--- src/rtl/ptp_tc_pkg.sv ---
package ptp_tc_pkg;
  localparam int unsigned DEC_LIMIT = 32'd999_999_999;

  typedef enum logic {
    ROLL_BIN = 1'b0,
    ROLL_DEC = 1'b1
  } roll_mode_e;
endpackage

--- src/rtl/ptp_tc_inc_reg.sv ---
module ptp_tc_inc_reg #(
  parameter int NSEC_W = 31
) (
  input  logic              clk,
  input  logic              rst,
  input  logic              we,
  input  logic [NSEC_W-1:0] din,
  output logic [NSEC_W-1:0] q
);
  always_ff @(posedge clk) begin
    if (rst)     q <= '0;
    else if (we) q <= din;
  end
endmodule

--- src/rtl/ptp_tc_subsec.sv ---
module ptp_tc_subsec
  import ptp_tc_pkg::*;
#(
  parameter int NSEC_W = 31
) (
  input  logic              mode,
  input  logic [NSEC_W-1:0] cur,
  input  logic [NSEC_W-1:0] inc,
  output logic [NSEC_W-1:0] nxt,
  output logic              carry
);
  localparam int SUM_W = NSEC_W + 1;
  localparam logic [SUM_W-1:0] BIN_LIM = {1'b0, {NSEC_W{1'b1}}};
  localparam logic [SUM_W-1:0] DEC_LIM = SUM_W'(DEC_LIMIT);

  logic [SUM_W-1:0] sum;
  logic [SUM_W-1:0] lim;
  logic [SUM_W-1:0] wrapped;

  always_comb begin
    sum     = {1'b0, cur} + {1'b0, inc};
    lim     = (roll_mode_e'(mode) == ROLL_DEC) ? DEC_LIM : BIN_LIM;
    carry   = (sum > lim);
    wrapped = sum - lim - 1'b1;
    nxt     = carry ? wrapped[NSEC_W-1:0] : sum[NSEC_W-1:0];
  end
endmodule

--- src/rtl/ptp_tc_sec_cnt.sv ---
module ptp_tc_sec_cnt #(
  parameter int SEC_W = 32
) (
  input  logic             clk,
  input  logic             rst,
  input  logic             load,
  input  logic [SEC_W-1:0] load_val,
  input  logic             step,
  output logic [SEC_W-1:0] q
);
  always_ff @(posedge clk) begin
    if (rst)       q <= '0;
    else if (load) q <= load_val;
    else if (step) q <= q + 1'b1;
  end
endmodule

--- src/rtl/ptp_time_counter.sv ---
module ptp_time_counter #(
  parameter int NSEC_W = 31,
  parameter int SEC_W  = 32
) (
  input  logic              clk,
  input  logic              rst,
  input  logic              tick,
  input  logic              roll_dec,
  input  logic              inc_we,
  input  logic [NSEC_W-1:0] inc_val,
  input  logic              ld_en,
  input  logic [SEC_W-1:0]  ld_sec,
  input  logic [NSEC_W-1:0] ld_nsec,
  output logic [SEC_W-1:0]  sec_q,
  output logic [NSEC_W-1:0] nsec_q
);
  logic [NSEC_W-1:0] inc_q;
  logic [NSEC_W-1:0] nsec_nxt;
  logic              wrap;

  ptp_tc_inc_reg #(.NSEC_W(NSEC_W)) inc_i (
    .clk (clk),
    .rst (rst),
    .we  (inc_we),
    .din (inc_val),
    .q   (inc_q)
  );

  ptp_tc_subsec #(.NSEC_W(NSEC_W)) sub_i (
    .mode  (roll_dec),
    .cur   (nsec_q),
    .inc   (inc_q),
    .nxt   (nsec_nxt),
    .carry (wrap)
  );

  always_ff @(posedge clk) begin
    if (rst)        nsec_q <= '0;
    else if (ld_en) nsec_q <= ld_nsec;
    else if (tick)  nsec_q <= nsec_nxt;
  end

  ptp_tc_sec_cnt #(.SEC_W(SEC_W)) sec_i (
    .clk      (clk),
    .rst      (rst),
    .load     (ld_en),
    .load_val (ld_sec),
    .step     (tick & wrap),
    .q        (sec_q)
  );
endmodule

--- config.mk ---
export PLATFORM = sky130hd
export DESIGN_NAME = ptp_time_counter
export DESIGN_NICKNAME = d
export VERILOG_FILES = /design/src/rtl/ptp_tc_pkg.sv /design/src/rtl/ptp_tc_inc_reg.sv /design/src/rtl/ptp_tc_subsec.sv /design/src/rtl/ptp_tc_sec_cnt.sv /design/src/rtl/ptp_time_counter.sv
export SDC_FILE = /design/constraint.sdc
export NUM_CORES = 1
export LEC_CHECK = 0
export ABC_CLOCK_PERIOD_IN_PS = 6600
export BUFFER_PORTS_ARGS = -buffer_cell sky130_fd_sc_hd__clkbuf_2
export CAP_MARGIN = 20
export CORE_MARGIN = 10
export CORE_UTILIZATION = 56
export CTS_BUF_LIST = sky130_fd_sc_hd__clkbuf_4 sky130_fd_sc_hd__clkbuf_8 sky130_fd_sc_hd__clkbuf_16
export DETAILED_ROUTE_END_ITERATION = 8
export GPL_ROUTABILITY_DRIVEN = 0
export PLACE_DENSITY_LB_ADDON = 0.3
export SYNTH_ARGS = -nofsm -noshare
export SYNTH_HDL_FRONTEND = slang
export SYNTH_SLANG_ARGS = --single-unit
--- constraint.sdc ---
create_clock -name clk -period 6.6 [get_ports clk]
set_input_delay 1.65 -clock clk [delete_from_list [all_inputs] [get_ports clk]]
set_output_delay 1.65 -clock clk [all_outputs]
set_load 0.1 [all_outputs]
# --- After elaboration in Yosys (flattened, before gate mapping) ---
# Cells that the tools add are included.
op_classes:
  add_sub_neg: 4
  n_lt_le_gt_ge: 1
  n_mux: 6
  n_bitwise: 1
  n_reduce_logical: 2
ops:
  columns: ["cell", "count"]
  rows:
  - ["31-bit 2-to-1 mux", 4]
  - ["32-bit 2-to-1 mux", 2]
  - ["31-bit by 31-bit adder with 32-bit output", 1]
  - ["32-bit by 1-bit adder with 32-bit output (second input constant)", 1]
  - ["32-bit by 31-bit > comparator with 1-bit output", 1]
  - ["31-bit by 1-bit subtractor with 31-bit output (second input constant)", 1]
  - ["31-bit subtractor", 1]
  - ["2-bit nonzero test", 2]
  - ["1-bit AND", 1]
word_totals:
  reg_bits: 94
  inputBits: 100
  output_inout_bits: 63

# --- Depth between registers and ports, before layout ---
# Gate-level depths: netlist (run 1).
logic_depth:
  ltp_word: 6
  ltp_mapped: 21
  ltp_nobuf: 19

# --- Cells and area by module ---
# From an unflattened synthesis (run 1), not the netlist that was laid out.
unflattened:
  hier_cells: 910
  area_unflattened_um2: 7511.0
by_module_without_submodules:
  columns: ["mod", "n_inst", "cells_per_inst", "area_each_um2"]
  rows:
  - ["ptp_tc_subsec", 1, 430, 2984.1]
  - ["ptp_tc_sec_cnt", 1, 241, 1924.3]
  - ["ptp_time_counter", 1, 139, 1472.7]
  - ["ptp_tc_inc_reg", 1, 100, 1129.8]

# --- Worst setup path after synthesis (run 1) ---
# OpenSTA, ideal clock, no wires.
synth_path:
  path_type: "reg-to-reg"
  from: "reg nsec_q[0]"
  to: "reg nsec_q[18]"
  setup_time_ns: 0.086
  arrival_time_ns: 5.371
  setup_slack_ns: 1.144
  path_stages_with_launch: 21
  n_path_buf: 2
  cell_sequence: "dfxtp_1 ha_1 fa_1 a21o_1 a221oi_2 nor3_2 o21a_1 or3_1 xor2_1 ha_1 o2111ai_1 a211oi_1 a211o_1 or4b_2 nor2_1 a31o_2 buf_2 buf_2 o211ai_1 o311a_1 a211oi_1"
synth_between:
  elab_chain_len: 6
  word_cells_on_any_way: 7
  classes_between: "add/sub (3); order compare (1); mux (3)"
synth_rtl:
  columns: ["item", "line", "source"]
  rows:
  - ["start, declared", "ptp_time_counter.sv:15", "output logic [NSEC_W-1:0] nsec_q"]
  - ["start signal, assigned", "ptp_time_counter.sv:39", "else if (ld_en) nsec_q <= ld_nsec;"]
  - ["start signal, assigned", "ptp_time_counter.sv:40", "else if (tick) nsec_q <= nsec_nxt;"]
  - ["31-bit by 31-bit adder with 32-bit output *", "ptp_tc_subsec.sv:21", "sum = {1'b0, cur} + {1'b0, inc};"]
  - ["31-bit subtractor", "ptp_tc_subsec.sv:24", "wrapped = sum - lim - 1'b1;"]
  - ["31-bit by 1-bit subtractor with 31-bit output", "ptp_tc_subsec.sv:24", null]
  - ["31-bit 2-to-1 mux *", "ptp_tc_subsec.sv:25", "nxt = carry ? wrapped[NSEC_W-1:0] : sum[NSEC_W-1:0];"]
  - ["31-bit 2-to-1 mux *", "ptp_time_counter.sv:40", null]
  - ["31-bit 2-to-1 mux *", "ptp_time_counter.sv:39", null]
# Every way passes the cells marked *; elsewhere a longest branch is shown, timed or not. The select of a mux whose other input is x is not followed.
# A chain may end at the register's enable or synchronous reset.

# --- Final worst setup path (run 1) ---
layout_path:
  from: "reg nsec_q[0]"
  to: "reg nsec_q[14]"
# Same word-level chain as after synthesis.

==> results of run 1 <==
[layer usage]
layer / GRT usage / vias up / part of all wire
met5: 0 / - / 0
met4: 0.102 / 0 / 0.029
met3: 0.0702 / 48 / 0.11
met2: 0.395 / 386 / 0.45
met1: 0.322 / 3526 / 0.41
li1: - / 3666 / -
[flip-flops by register name (all words and copies together), names as in the netlist]
name     count
nsec_q      31
sec_i.q     32
inc_i.q     31
[synthesized netlist by cell type (all sizes together), types with 6 or more instances]
library cell and n:
buf 28, o31ai 8, nand3 35, or4 7, o21ai 38, a211oi 23
clkbuf 29, xor2 22, dfxtp 94, nor4 8, nand4 21, or3 8
a31oi 14, xnor2 21, nand2 50, and3 28, mux2i 39, inv 28
o21bai 9, o21a 11, a221oi 6, o211ai 12, a31o 7, and2 8
nor3 16, a21o 23, a21oi 68, nor2 114, ha 42, a311oi 16
[power by group through the flow]
| stage | Combinational, uW | Clock (uW) | Sequential [uW] |
|---|---|---|---|
| after floorplan | 343 | 0 | 849 |
| after global placement | 682 | 0 | 656 |
| after detailed placement | 689 | 0 | 657 |
| after CTS | 693 | 557 | 644 |
| after global routing | 754 | 582 | 650 |
| final | 702 | 550 | 645 |
[layout make-up]
cell class,instances,share of cell area
Multi-Input combinational cell,732,0.596
Sequential cell,94,0.224
Timing Repair Buffer,170,0.104
Clock buffer,12,0.0310
Tap cell,172,0.0256
Inverter,29,0.0130
Clock inverter,4,0.00641
[cells by family after synthesis]
logic type	after synthesis	share of synthesized area
and+or+nand+nor	322	0.224
muxes	39	0.0538
xor gates and xnor gates	43	0.0519
adders and majority gates	44	0.0780
AOI/OAI and AO/OA	284	0.282
buffers and inverters	86	0.0509
DFF	94	0.259
[worst min path at each step]
stage / from / to / slack (ns) / cells past startpoint
after detailed placement: inc_i.q[11]$_SDFFE_PP0P_ / inc_i.q[11]$_SDFFE_PP0P_ / 0.49 / 2
after CTS: inc_i.q[11]$_SDFFE_PP0P_ / inc_i.q[11]$_SDFFE_PP0P_ / 0.51 / 2
after floorplan: inc_i.q[30]$_SDFFE_PP0P_ / inc_i.q[30]$_SDFFE_PP0P_ / 0.46 / 2
after global placement: inc_i.q[0]$_SDFFE_PP0P_ / inc_i.q[0]$_SDFFE_PP0P_ / 0.48 / 2
final: inc_i.q[11]$_SDFFE_PP0P_ / inc_i.q[11]$_SDFFE_PP0P_ / 0.50 / 2
after global routing: inc_i.q[11]$_SDFFE_PP0P_ / inc_i.q[11]$_SDFFE_PP0P_ / 0.53 / 2
[critical path: stages (launching register included)]
cell	delay, ns
dfxtp_1	0.33
ha_1	0.24
fa_1	0.42
a21o_1	0.22
a221oi_2	0.40
nor3_2	0.16
o21a_1	0.23
or3_1	0.35
xor2_1	0.18
ha_1	0.37
o2111ai_1	0.13
a211oi_1	0.25
a211o_1	0.22
nand2_1	0.10
o41ai_2	0.52
a21bo_2	0.55
nand2_1	0.33
buf_4	0.27
o31a_1	0.24
a221oi_1	0.27
[metrics by stage]
| stage | power, uW | area [um2] | hold slack (ns) | util |
|---|---|---|---|---|
| after floorplan | 1190 | 7250 | 0.465 | - |
| final | 1900 | 8400 | 0.502 | 0.663 |
| after global routing | 1990 | 8400 | 0.530 | 0.663 |
| after global placement | 1340 | 8070 | 0.481 | 0.637 |
| after CTS | 1890 | 8380 | 0.508 | 0.661 |
| after detailed placement | 1350 | 8070 | 0.490 | 0.637 |
==> results.sh, run 1 <==
export IMPL_status="completed"
export IMPL_synth_top_area_cell="dfxtp_1"
export IMPL_r2r_end="nsec_q[14]$_SDFFE_PP0P_"
export IMPL_area_growth_syn_to_layout_pct=15.8
export IMPL_worst_pin_slew_ns=1.02
export IMPL_vias=7626
export IMPL_synth_cells=912
export IMPL_diodes=0
export IMPL_n_fill_cell=1151
export IMPL_slew_violations=0
export IMPL_fin_crit_sh=0.895
export IMPL_core_area_um2=12700
export IMPL_regArea_um2=1880
export IMPL_pwr_share_comb=0.370
export IMPL_crit_path_end="nsec_q[14]$_SDFFE_PP0P_"
export IMPL_synth_cell_types=87
export IMPL_grt_pass1_vias=7428
export IMPL_tns_ns=0
export IMPL_grt_pass1_wl_mm=37.8
export IMPL_worst_setup_path_start_kind="register"
export IMPL_wl_per_cell_um=19.1
export IMPL_rows=41
export IMPL_ys_flop_type="dfxtp_1"
export IMPL_netlist_area_leader_share=0.259
export IMPL_dieWidth_um=134
export IMPL_die_area_um2=17900
export IMPL_hold_buffers=0
export IMPL_dpl_hpwl_mm=17.5
export IMPL_io_buffers=162
export IMPL_clock_sinks=94
export IMPL_worst_endpoint_arrival_ns=6.16
export IMPL_grt_max_degree=69
export IMPL_startpoint="nsec_q[0]$_SDFFE_PP0P_"
export IMPL_cts_tree="built"
export IMPL_hold_class="register to register"
export IMPL_seqPwrFrac=0.340
export IMPL_crit_type="register to register"
export IMPL_max_freq_mhz=169
export IMPL_worstSkewPairLatency_ns=0.36
export IMPL_r2r_cells=19
export IMPL_final_cell_mix="clkbuf_2 (161), nor2_1 (113), dfxtp_1 (94), a21oi_1 (67), nand2_1 (49)"
export IMPL_async_flop_share=0
export IMPL_setup_slack_ns=0.694
export IMPL_syn_num_nets=1056
export IMPL_synth_seq_cells=94
export IMPL_multi_input_area_um2=5000
export IMPL_r2r_slack_ns=0.69
export IMPL_die_height_um=134
export IMPL_routed_via_density=6.29
export IMPL_wirelength_mm=23.2
export IMPL_synth_edf_count=0
export IMPL_nNetsFinal=1180
export IMPL_r2r_start="nsec_q[0]$_SDFFE_PP0P_"
export IMPL_antenna_found_initial=0
export IMPL_clock_tree_buffer_depth=2
export IMPL_final_antenna_net_count=0
export IMPL_dp_cells=1195
export IMPL_clkPwrFrac=0.290
export IMPL_required_ns=6.86
export IMPL_synthesis_area_um2=7250
export IMPL_drc=0
export IMPL_firstDrtPassIters=7
export IMPL_grt_use_total=0.253
export IMPL_powerDensity_nw_per_um2=226
export IMPL_total_leakage_power_uw=0.00380
export IMPL_clk_pin_slew_ns=0.07
export IMPL_ios=163
export IMPL_clock_skew_ns=0.00634
export IMPL_worst_path_max_fanout=22
export IMPL_stdcell_count=1213
export IMPL_first_iter_violations=803
export IMPL_cap_violations=0
export IMPL_place_ws_ns=0.713
export IMPL_min_period_ns=5.91
export IMPL_ir_worst_vdd_uv=166
export IMPL_yosysWarnings=0
export IMPL_cp_end_kind="register"
export IMPL_switching_share=0.406
export IMPL_htreeDepth=3
export IMPL_finalHoldViolCount=0
export IMPL_setup_viol=0
export IMPL_root_buffer="clkbuf_16"
export IMPL_seq_area_frac_synth=0.259
export IMPL_p_int_uw=1130
export IMPL_netSwitchingPower_uw=770
export IMPL_syn_area_per_cell_um2=7.95
export IMPL_rsz0062_at_grt="no"
export IMPL_final_common_cell="clkbuf_2"
export IMPL_gr_total_overflow=0
export IMPL_post_cts_setup_buffers=0
export IMPL_start_util=0.572
export IMPL_relSlewSlack=0.319
export IMPL_yosys_top_cells_area="dfxtp_1 (26%), ha_1 (7.2%), nor2_1 (5.8%), mux2i_1 (5.4%), a21oi_1 (4.6%)"
export IMPL_numCtsBuffers=9
export IMPL_drive_gt1_frac=0.211
export IMPL_cts_resized_gates=0
Note: power is estimated with default switching activity, not from simulation.
==> inputs of run 2 (changes only) <==
--- a/config.mk
+++ b/config.mk
@@ -6,13 +6,12 @@
 export NUM_CORES = 1
 export LEC_CHECK = 0
 export ABC_CLOCK_PERIOD_IN_PS = 6600
-export BUFFER_PORTS_ARGS = -buffer_cell sky130_fd_sc_hd__clkbuf_2
 export CAP_MARGIN = 20
 export CORE_MARGIN = 10
-export CORE_UTILIZATION = 56
+export CORE_UTILIZATION = 65
 export CTS_BUF_LIST = sky130_fd_sc_hd__clkbuf_4 sky130_fd_sc_hd__clkbuf_8 sky130_fd_sc_hd__clkbuf_16
 export DETAILED_ROUTE_END_ITERATION = 8
-export GPL_ROUTABILITY_DRIVEN = 0
+export DONT_BUFFER_PORTS = 1
 export PLACE_DENSITY_LB_ADDON = 0.3
 export SYNTH_ARGS = -nofsm -noshare
 export SYNTH_HDL_FRONTEND = slang
==> run 2 against run 1 <==
Effect of this change:
- combinational power shrank 20%
- total power down 12%
- maximum frequency down 0.22%
- clock power down 32%
- critical path type unchanged
- largest power group is now registers
==> results.sh, run 2 (same netlist as run 1, synthesis figures left out) <==
export IMPL_regMostFlops="sec_i.q"
export IMPL_r2r_slack_ns=0.68
export IMPL_worst_setup_path_start_kind="register"
export IMPL_worstSkewPairLatency_ns=0.40
export IMPL_netSwitchingPower_uw=731
export IMPL_htreeDepth=3
export IMPL_cp_end_kind="register"
export IMPL_clock_skew_ns=0.0131
export IMPL_routed_via_density=7.02
export IMPL_dieWidth_um=126
export IMPL_hold_class="register to register"
export IMPL_p_int_uw=941
export IMPL_grt_pass1_vias=7189
export IMPL_ir_worst_vdd_uv=163
export IMPL_clock_sinks=94
export IMPL_cts_tree="built"
export IMPL_clock_tree_buffer_depth=2
export IMPL_dpl_hpwl_mm=17.9
export IMPL_stdcell_count=1047
export IMPL_final_cell_mix="nor2_1 (113), dfxtp_1 (94), a21oi_1 (67), nand2_1 (49), ha_1 (42)"
export IMPL_numCtsBuffers=9
export IMPL_ios=163
export IMPL_worst_endpoint_arrival_ns=6.19
export IMPL_antenna_found_initial=0
export IMPL_final_antenna_net_count=0
export IMPL_relSlewSlack=0.254
export IMPL_wl_per_cell_um=23.1
export IMPL_cts_resized_gates=0
export IMPL_tns_ns=0
export IMPL_clk_pin_slew_ns=0.09
export IMPL_diodes=0
export IMPL_hold_buffers=0
export IMPL_wirelength_mm=24.2
export IMPL_switching_share=0.437
export IMPL_start_util=0.666
export IMPL_largest_registers="sec_i.q x32, inc_i.q x31, nsec_q x31"
export IMPL_rows=38
export IMPL_post_cts_setup_buffers=0
export IMPL_status="completed"
export IMPL_drive_gt1_frac=0.0948
export IMPL_place_congestion=0.945
export IMPL_vias=7355
export IMPL_gr_total_overflow=0
export IMPL_root_buffer="clkbuf_8"
export IMPL_core_area_um2=10900
export IMPL_slew_violations=0
export IMPL_setup_viol=0
export IMPL_die_area_um2=15800
export IMPL_max_freq_mhz=169
export IMPL_fin_crit_sh=0.897
export IMPL_firstDrtPassIters=6
export IMPL_die_height_um=126
export IMPL_min_period_ns=5.92
export IMPL_grt_max_degree=98
export IMPL_required_ns=6.87
export IMPL_largest_register_ff_count=32
export IMPL_final_common_cell="nor2_1"
export IMPL_clkPwrFrac=0.222
export IMPL_first_iter_violations=833
export IMPL_dp_cells=1033
export IMPL_rsz0062_at_grt="no"
export IMPL_seqPwrFrac=0.440
export IMPL_grt_use_total=0.291
export IMPL_powerDensity_nw_per_um2=219
export IMPL_worst_path_max_fanout=15
export IMPL_worst_pin_slew_ns=1.12
export IMPL_nNetsFinal=1048
export IMPL_crit_type="register to register"
export IMPL_io_buffers=0
export IMPL_drc=0
export IMPL_grt_pass1_wl_mm=38.4
export IMPL_total_leakage_power_uw=0.00320
export IMPL_area_growth_syn_to_layout_pct=5.14
export IMPL_power_total_uw=1670
export IMPL_pwr_share_comb=0.337
export IMPL_finalHoldViolCount=0
export IMPL_cap_violations=0
-- run 2: metal layers --
| layer | vias to the layer above | GRT usage | part of all wire |
|---|---|---|---|
| li1 | 3420 | - | - |
| met1 | 3487 | 0.362 | 0.40 |
| met2 | 404 | 0.477 | 0.47 |
| met3 | 44 | 0.0818 | 0.11 |
| met4 | 0 | 0.0928 | 0.018 |
| met5 | - | 0 | 0 |
-- run 2: layout make-up --
class	count	area [um2]
Sequential cell	94	1880
Clock inverter	3	21.3
Fill cell	903	3260
Multi-Input combinational cell	732	5000
Tap cell	140	175
Timing Repair Buffer	38	285
Inverter	29	109
Clock buffer	11	151
-- run 2: critical path, stage by stage (launching register included) --
cell and delay, ns:
dfxtp_1 0.33, ha_1 0.24, fa_1 0.42, a21o_1 0.23, a221oi_2 0.45, nor3_2 0.16
o21a_1 0.24, or3_1 0.36, xor2_1 0.19, ha_1 0.39, o2111ai_1 0.14, a211oi_1 0.25
a211o_1 0.24, or4b_2 0.60, nor2_1 0.24, a31oi_1 0.25, nand2_1 0.56, nor3_1 0.13
a2111oi_0 0.36
-- run 2: power groups by stage --
stage,clock [uW],sequential (uW),combinational (uW)
final,372,736,564
after global placement,0,746,537
after detailed placement,0,748,549
after floorplan,0,849,343
after global routing,392,741,606
after CTS,370,735,553
-- run 2: path summary, 6_finish.rpt --
path                       startpoint                       end  depth (start not counted)
min reg2reg  inc_i.q[18]$_SDFFE_PP0P_  inc_i.q[18]$_SDFFE_PP0P_                          2
max            nsec_q[0]$_SDFFE_PP0P_   sec_i.q[8]$_SDFFE_PP0P_                         18
min          inc_i.q[18]$_SDFFE_PP0P_  inc_i.q[18]$_SDFFE_PP0P_                          2
max reg2reg    nsec_q[0]$_SDFFE_PP0P_   sec_i.q[8]$_SDFFE_PP0P_                         18
-- run 2: metrics by stage --
step | setup slack (ns) | instance area [um2] | utilization | hold WS, ns
finish | 0.681 | 7630 | 0.700 | 0.511
CTS | 0.736 | 7630 | 0.700 | 0.514
detailed placement | 0.790 | 7450 | 0.685 | 0.493
global route | 0.312 | 7630 | 0.700 | 0.537
global placement | 0.986 | 7450 | 0.685 | 0.480
floorplan | 1.14 | 7250 | - | 0.465
